File: config.mk
export PLATFORM = sky130hd
export DESIGN_NAME = line_clamp_gen
export DESIGN_NICKNAME = d
export VERILOG_FILES = /design/src/rtl/lcg_pkg.sv /design/src/rtl/lcg_edge.sv /design/src/rtl/lcg_seq.sv /design/src/rtl/line_clamp_gen.sv
export SDC_FILE = /design/constraint.sdc
export NUM_CORES = 1
export LEC_CHECK = 0
export BUFFER_PORTS_ARGS = -buffer_cell sky130_fd_sc_hd__buf_2
export CORE_UTILIZATION = 50
export CTS_BUF_LIST = sky130_fd_sc_hd__clkbuf_8
export DETAILED_ROUTE_END_ITERATION = 12
export GPL_TIMING_DRIVEN = 0
export PLACE_DENSITY = 0.74
export SLEW_MARGIN = 20
export SYNTH_ARGS = -nofsm -noshare
export SYNTH_HDL_FRONTEND = slang
export SYNTH_HIERARCHICAL = 1
export SYNTH_SLANG_ARGS = --single-unit
File: constraint.sdc
create_clock -name clk -period 2.3 [get_ports clk]
set_input_delay 0.23 -clock clk [delete_from_list [all_inputs] [get_ports clk]]
set_output_delay 0.23 -clock clk [all_outputs]
set_load 0.05 [all_outputs]
File: src/rtl/lcg_pkg.sv
// Shared types for the line clamp generator.
package lcg_pkg;
    typedef enum logic [1:0] {
        PH_IDLE = 2'd0,
        PH_WAIT = 2'd1,
        PH_ON   = 2'd2
    } lcg_phase_e;
endpackage

File: src/rtl/lcg_edge.sv
// Sync trailing-edge detector.
// Normalises sync to active-high with the polarity input. Flags the clock
// where a registered active sample is followed by an inactive one.
// Assumes sync is already synchronous to the pixel clock.
module lcg_edge (
    input  logic clk,
    input  logic rst_n,
    input  logic hsync_in,
    input  logic hsync_pol,
    output logic trail
);
    logic act;
    logic act_q;

    // normalise polarity
    assign act   = hsync_pol ? hsync_in : ~hsync_in;
    assign trail = act_q & ~act;

    // remember last normalised sample
    always_ff @(posedge clk) begin
        if (!rst_n) act_q <= 1'b0;
        else        act_q <= act;
    end


    trail_single_chk: assert property (@(posedge clk) disable iff (!rst_n)
        trail |=> !trail);
endmodule

File: src/rtl/lcg_seq.sv
// Per-line pixel sequencer.
// On a trailing edge it captures the start offset, width and coast
// permission. It waits the start offset, strobes once, then holds the
// clamp for the width. A new trailing edge always restarts the line.
module lcg_seq import lcg_pkg::*; #(
    parameter int OFS_W = 16,
    parameter int WID_W = 8
) (
    input  logic             clk,
    input  logic             rst_n,
    input  logic             trail,
    input  logic [OFS_W-1:0] start_ofs,
    input  logic [WID_W-1:0] width,
    input  logic             coast,
    input  logic             coast_ok,
    output logic             clamp_q,
    output logic             strobe
);
    localparam int CNT_W = (OFS_W > WID_W) ? OFS_W : WID_W;

    lcg_phase_e       phase;
    logic [CNT_W-1:0] cnt;
    logic [WID_W-1:0] wid_r;
    logic             ok_r;
    logic             ok_now;

    // permission for a line starting this cycle
    assign ok_now = ~coast | coast_ok;

    // line sequencing: restart, wait, strobe, clamp
    always_ff @(posedge clk) begin
        if (!rst_n) begin
            phase   <= PH_IDLE;
            cnt     <= '0;
            wid_r   <= '0;
            ok_r    <= 1'b0;
            clamp_q <= 1'b0;
            strobe  <= 1'b0;
        end else begin
            strobe <= 1'b0;
            if (trail) begin
                wid_r <= width;
                ok_r  <= ok_now;
                if (start_ofs == '0) begin
                    strobe <= 1'b1;
                    if (width != '0 && ok_now) begin
                        phase   <= PH_ON;
                        clamp_q <= 1'b1;
                        cnt     <= CNT_W'(width) - 1'b1;
                    end else begin
                        phase   <= PH_IDLE;
                        clamp_q <= 1'b0;
                    end
                end else begin
                    phase   <= PH_WAIT;
                    clamp_q <= 1'b0;
                    cnt     <= CNT_W'(start_ofs) - 1'b1;
                end
            end else begin
                case (phase)
                    PH_WAIT: begin
                        if (cnt == '0) begin
                            strobe <= 1'b1;
                            if (wid_r != '0 && ok_r) begin
                                phase   <= PH_ON;
                                clamp_q <= 1'b1;
                                cnt     <= CNT_W'(wid_r) - 1'b1;
                            end else begin
                                phase <= PH_IDLE;
                            end
                        end else begin
                            cnt <= cnt - 1'b1;
                        end
                    end
                    PH_ON: begin
                        if (cnt == '0) begin
                            phase   <= PH_IDLE;
                            clamp_q <= 1'b0;
                        end else begin
                            cnt <= cnt - 1'b1;
                        end
                    end
                    default: phase <= PH_IDLE;
                endcase
            end
        end
    end


    strobe_pulse_chk: assert property (@(posedge clk) disable iff (!rst_n)
        (strobe && !trail) |=> !strobe);


    clamp_with_strobe_chk: assert property (@(posedge clk) disable iff (!rst_n)
        $rose(clamp_q) |-> strobe);


    reset_quiet_chk: assert property (@(posedge clk)
        !rst_n |=> (!clamp_q && !strobe));
endmodule

File: src/rtl/line_clamp_gen.sv
// Line clamp pulse timing generator, top level.
// Joins the offset bytes, detects the sync trailing edge, sequences the
// clamp and strobe, and masks the clamp in DC-coupled mode.
// Assumes all inputs are synchronous to the pixel clock.
module line_clamp_gen #(
    parameter int BYTE_W = 8,
    parameter int WID_W  = 8
) (
    input  logic              clk,
    input  logic              rst_n,
    input  logic              hsync_in,
    input  logic              hsync_pol,
    input  logic              pll_coast,
    input  logic              dc_mode,
    input  logic              coast_clamp_en,
    input  logic [BYTE_W-1:0] start_lo,
    input  logic [BYTE_W-1:0] start_hi,
    input  logic [WID_W-1:0]  width,
    output logic              clamp_out,
    output logic              blc_strobe
);
    localparam int OFS_W = 2 * BYTE_W;

    logic             trail;
    logic             clamp_q;
    logic [OFS_W-1:0] start_ofs;

    assign start_ofs = {start_hi, start_lo};

    lcg_edge u_edge (
        .clk       (clk),
        .rst_n     (rst_n),
        .hsync_in  (hsync_in),
        .hsync_pol (hsync_pol),
        .trail     (trail)
    );

    lcg_seq #(.OFS_W(OFS_W), .WID_W(WID_W)) u_seq (
        .clk       (clk),
        .rst_n     (rst_n),
        .trail     (trail),
        .start_ofs (start_ofs),
        .width     (width),
        .coast     (pll_coast),
        .coast_ok  (coast_clamp_en),
        .clamp_q   (clamp_q),
        .strobe    (blc_strobe)
    );

    // DC coupling masks the clamp
    assign clamp_out = clamp_q & ~dc_mode;


    restart_cut_chk: assert property (@(posedge clk) disable iff (!rst_n)
        trail |=> (!clamp_out || $past(start_ofs == '0)));
endmodule

-- Word level (Yosys, flattened, before mapping)
Index checks and enable logic that the tools add are counted.
Widths: inputs -> output; s select.
- flip-flop bits (word level): 30
- logic and storage cells: 62
- bits of input ports: 31
- reduce and logical (&&, ||, !) cells: 10
- bitwise operators: 7
- add/sub/neg operators: 4
- muxes and demuxes: 26
- equality and inequality tests: 8
- operators by type and width (cell ; number):
    $mux 16 ; 6
    $logic_not 16->1 ; 2
    $pmux 16 s2 ; 1
    $sub 16x1->16 const B ; 2
    $sub 8x1->9 const B ; 2
    $reduce_bool 8->1 ; 2
    $mux 2 ; 6
    $mux 1 ; 11
    $ne 3x2->1 const B ; 3
    $reduce_and 4->1 ; 2
    $ne 3x3->1 const B ; 2
    $ne 4x4->1 const B ; 1
    $not 1->1 ; 4
    $pmux 2 s2 ; 1
    $reduce_bool 3->1 ; 1
    $and 1x1->1 ; 2
    $eq 2x1->1 const B ; 1
    $eq 2x2->1 const B ; 1
    $logic_and 1x1->1 ; 2
    $pmux 1 s2 ; 1
    $reduce_and 2->1 ; 1
    $or 1x1->1 ; 1

-- Depth between registers and ports, before layout
- depth in word-level cells: 6
- depth in mapped cells: 9
- mapped depth without buffers: 8

-- Modules after synthesis
Netlist, hierarchy kept.
- modules (own cells, without submodules) (module ; instances ; sequential area each (um^2) ; cells an instance ; area each (um^2)):
    lcg_seq ; 1 ; 580.6 ; 302 ; 2341.0
    lcg_edge ; 1 ; 20.0 ; 4 ; 41.3
    line_clamp_gen ; 1 ; 0.0 ; 1 ; 13.8

-- Worst setup path before layout
OpenSTA, ideal clock, no wires.
- path type: register to register
- start: register u_seq.wid_r[0]
- end: register u_seq.cnt[4]
- library setup time: 0.116 ns
- required time: 2.184 ns
- clock period less this slack: 2.190 ns
- stages on the path, launching flop included: 9
- path buffers: 1
- slack: 0.110 ns
- arrival: 2.074 ns
- cell sequence: dfxtp_1 > inv_1 > ha_1 > or4b_1 > o41ai_1 > nand3_1 > o211a_2 > buf_2 > o211a_1
- word-level cells in the longest chain between the ends: 5
- elaborated cells between the ends (all ways): 9
- classes of those cells: add/sub: 1; eq/ne: 1; mux: 4; reduce/logical: 3
- ends and longest elaborated chain (element ; RTL line ; RTL):
    from (decl) ; lcg_seq.sv:23 ; logic [WID_W-1:0] wid_r;
    from (signal assigned) ; lcg_seq.sv:42 ; wid_r <= width;
    $sub 8x1->9 ; lcg_seq.sv:67 ; cnt <= CNT_W'(wid_r) - 1'b1;
    $mux 16 ; lcg_seq.sv:64 ; if (wid_r != '0 && ok_r) begin
    $mux 16 ; lcg_seq.sv:62 ; if (cnt == '0) begin
    $pmux 16 s2 ; lcg_seq.sv:60 ; case (phase)
    $mux 16 ; lcg_seq.sv:41 ; if (trail) begin
    to (signal assigned) ; lcg_seq.sv:49 ; cnt <= CNT_W'(width) - 1'b1;
    to (signal assigned) ; lcg_seq.sv:67 ;
    to (signal assigned) ; lcg_seq.sv:72 ; cnt <= cnt - 1'b1;
    to (decl) ; lcg_seq.sv:22 ; logic [CNT_W-1:0] cnt;
Several ways; a longest one is shown, not always the timed one. The select of a mux whose other input is x is not followed.
A chain may end at the register's enable or synchronous reset.

-- Worst setup path after layout
- start: register u_seq.wid_r[1]
- end: register u_seq.cnt[12]
Same word-level chain as after synthesis.

==> reports/qor.txt <==
worst slew pin tran: 0.661 ns
FMAX: 0.446 GHz
Crit Path Class: flop to flop
largest net degree at the start of global routing: 11
Synth Flop Type: dfxtp_1
fin crit period: 2.24 ns
Final Setup Violations: 0
Hold Buf Count CTS: 0
I/O Pins: 33
Pins Over Slew Limit: 0
CTS Buf Count: 5
critical path capture point type: flop
Post-Synth XOR/XNOR Area: 0.102
RSZ-0062 raised after global routing: true
synthesized area: 2400 µm²
DRC violations left: 2
initial core utilization: 0.536
final hold vios: 0
CP startpoint kind: flop
#FFs+latches synth: 30
Core Rows: 24
leak pwr: 1.18 nW
PwrDens: 679 nW/µm²
r2r startpoint: u_seq/wid_r[1]
Compound-Gate Fraction of Synth Area: 0.219
First DRT Iteration DRCs: 225
Yosys warnings: 6
Post-Syn Instances: 307
final net count: 391
Critical Path Source: u_seq/wid_r[1]
Final Cell Area: 2910 µm²
TritonCTS clock tree: done
initial antenna violation count: 0
Hold Path Cell Cnt: 2
clk sinks: 30
number of flops mapped to enable cells by yosys: 0
core outline area: 4470 µm²
Synth Area in Simple Gates: 0.294
ANT cells: 0
Area Overhead vs Synth: 21.5%
post-synth cell types: 56
largest family of logic cells by synthesized area: simple AND/OR/NAND/NOR gates
DR pass1 iterations: 9
die footprint: 5070 µm²
Synth Area in Adders: 0.0261
Final ANT Viol Nets: 0
DR vias: 2535
total gr overflow: 0
Seq/Total Area, Yosys: 0.251
Worst Path Required: 2.48 ns
hold slack final: 0.188 ns
clock latency on the worst-skew pair: 0.29 ns
Overall Power: 1.98 mW
Placement Cell Area: 2620 µm²
Core Util, Final: 0.650
Routed WL: 7000 µm
Syn Area/Cell: 7.80 µm²
Worst Hold Class: input port to flop
wire length per cell: 17.2 µm
Worst EP arrival: 2.42 ns
ys async rst share: 0
Clock Skews: 0.00357 ns
FF-to-FF path depth: 8
CTS Buffer Depth: 2
Final GP Congestion: 0.852
Fillers: 407
hpwl dp: 5020 µm
die outline height: 71.2 µm
port bufs: 32
Via density: 6.21
clk root buf: clkbuf_8
final worst path period share: 0.975
vias in the first global route: 2280
Mapped Nets: 343
total track usage: 0.279
failing checks: DRC
layout cells sized above 1: 0.225
MaxCap Viol Count: 0
wire length of the first global-routing pass: 10700 µm
hold_sp: rst_n
maximum vdd drop: 0.000402 V
Critical Path Fanout Max: 6
Worst slew margin: 0.559
outcome: finished with violations
H-tree depth: 2
multiplexer area fraction after synthesis: 0.0684
Die X: 71.2 µm
clock transition at the registers of the reported paths: 0.06 ns
## report_power, final
group,total (mW),switching [mW],internal (mW)
sequential,0.657,0.0848,0.572
combinational,0.885,0.463,0.422
clock,0.435,0.199,0.236
## cell families (layout without fill, tap and decap cells)
group	count (synthesis)	after routing
AO/OA/AOI/OAI	81	81
XOR/XNOR	28	28
adder cells (fa/ha/maj)	5	5
buffers and inverters	23	72
flip-flops	30	30
multiplexers	16	16
AND/OR/NAND/NOR	124	124
## cell type report
class / count / area, µm² / area share
clock buffers: 6 / 82.6 / 0.0284
clock inverters: 2 / 8.76 / 0.00301
flip-flops and latches: 30 / 603 / 0.207
repair buffers: 41 / 228 / 0.0782
multi-input cells: 254 / 1820 / 0.625
well taps: 52 / 65.1 / 0.0224
inverters: 11 / 41.3 / 0.0142
plain buffers: 12 / 63.8 / 0.0219
## cells in the final DEF (no fill, tap or decap), types with 3 or more instances in the layout
| master | synthesis | routed |
|---|---|---|
| a21oi_1 | 16 | 14 |
| or4_1 | 6 | 4 |
| o21ai_0 | 4 | 4 |
| mux2i_1 | 13 | 13 |
| or4_4 | 2 | 4 |
| ha_1 | 5 | 4 |
| nor4_1 | 10 | 8 |
| buf_4 | 1 | 11 |
| xnor2_1 | 15 | 15 |
| clkbuf_1 | 7 | 7 |
| nor2b_1 | 13 | 13 |
| xor2_1 | 13 | 13 |
| a211o_1 | 4 | 4 |
| and2_1 | 4 | 3 |
| o211ai_1 | 3 | 3 |
| inv_1 | 11 | 10 |
| buf_2 | 3 | 32 |
| nand2_1 | 21 | 21 |
| or3_1 | 3 | 3 |
| o211a_1 | 3 | 3 |
| a31oi_1 | 12 | 12 |
| nand2b_1 | 3 | 3 |
| clkbuf_8 | 0 | 6 |
| dfxtp_1 | 30 | 28 |
| nor3b_1 | 5 | 5 |
| nor3_1 | 10 | 10 |
| o31ai_1 | 5 | 5 |
| nor2_1 | 19 | 19 |
| a211oi_1 | 3 | 3 |
| nand3_1 | 15 | 13 |
| o21ai_1 | 17 | 16 |
## final timing paths
path,endpoint,slack [ns]
max,u_seq/cnt[12],0.06
min reg2reg,u_seq/wid_r[1],0.55
min,u_edge/act_q,0.19
max reg2reg,u_seq/cnt[12],0.06
## critical path: stages (launching register included)
cell and delay [ns]:
dfxtp_2 0.34, inv_2 0.07, ha_4 0.14, or4b_4 0.50
o41ai_4 0.36, nand3_2 0.15, o211a_4 0.20, buf_4 0.15
a32o_1 0.23
## stage by stage
stage                     cells  TNS, ns  setup slack, ns
after floorplan             307        0            0.110
after global placement      391    -3.05           -0.250
after detailed placement    391    -3.49           -0.274
after CTS                   399        0          0.00275
after global routing        408  -0.0923          -0.0152
final                       408        0           0.0579
## synth_stat cells, drive strengths merged, types with 7 or more instances
library cell / instances / area share
a21oi: 16 / 0.033
a31oi: 12 / 0.031
clkbuf: 7 / 0.011
dfxtp: 30 / 0.25
inv: 11 / 0.017
mux2i: 13 / 0.054
nand2: 21 / 0.033
nand3: 15 / 0.031
nor2: 19 / 0.030
nor2b: 14 / 0.040
nor3: 13 / 0.033
nor4: 11 / 0.031
o21ai: 21 / 0.044
or4: 8 / 0.028
xnor2: 15 / 0.055
xor2: 13 / 0.048
## per-layer routing
layer / track usage / wire length (µm)
met1: 0.353 / 3080
met3: 0.0619 / 408
met2: 0.459 / 3340
met5: 0 / 0
met4: 0.116 / 171
## sequential cells by signal, indices dropped and copies added, names as in the netlist
name and cells:
u_seq/cnt 16, u_seq/ok_r 1, u_seq/wid_r 8, u_seq/clamp_q 1, u_seq/phase 2, u_seq/strobe 1, u_edge/act_q 1
## what timing repair did
item                                    CTS  global route
buffers inserted                          0             9
hold endpoints to repair                  0             0
gates resized for setup                   9            20
endpoints found under the setup margin   17            15
pin swaps                                 0             6
Note: power is estimated with default switching activity, not from simulation.
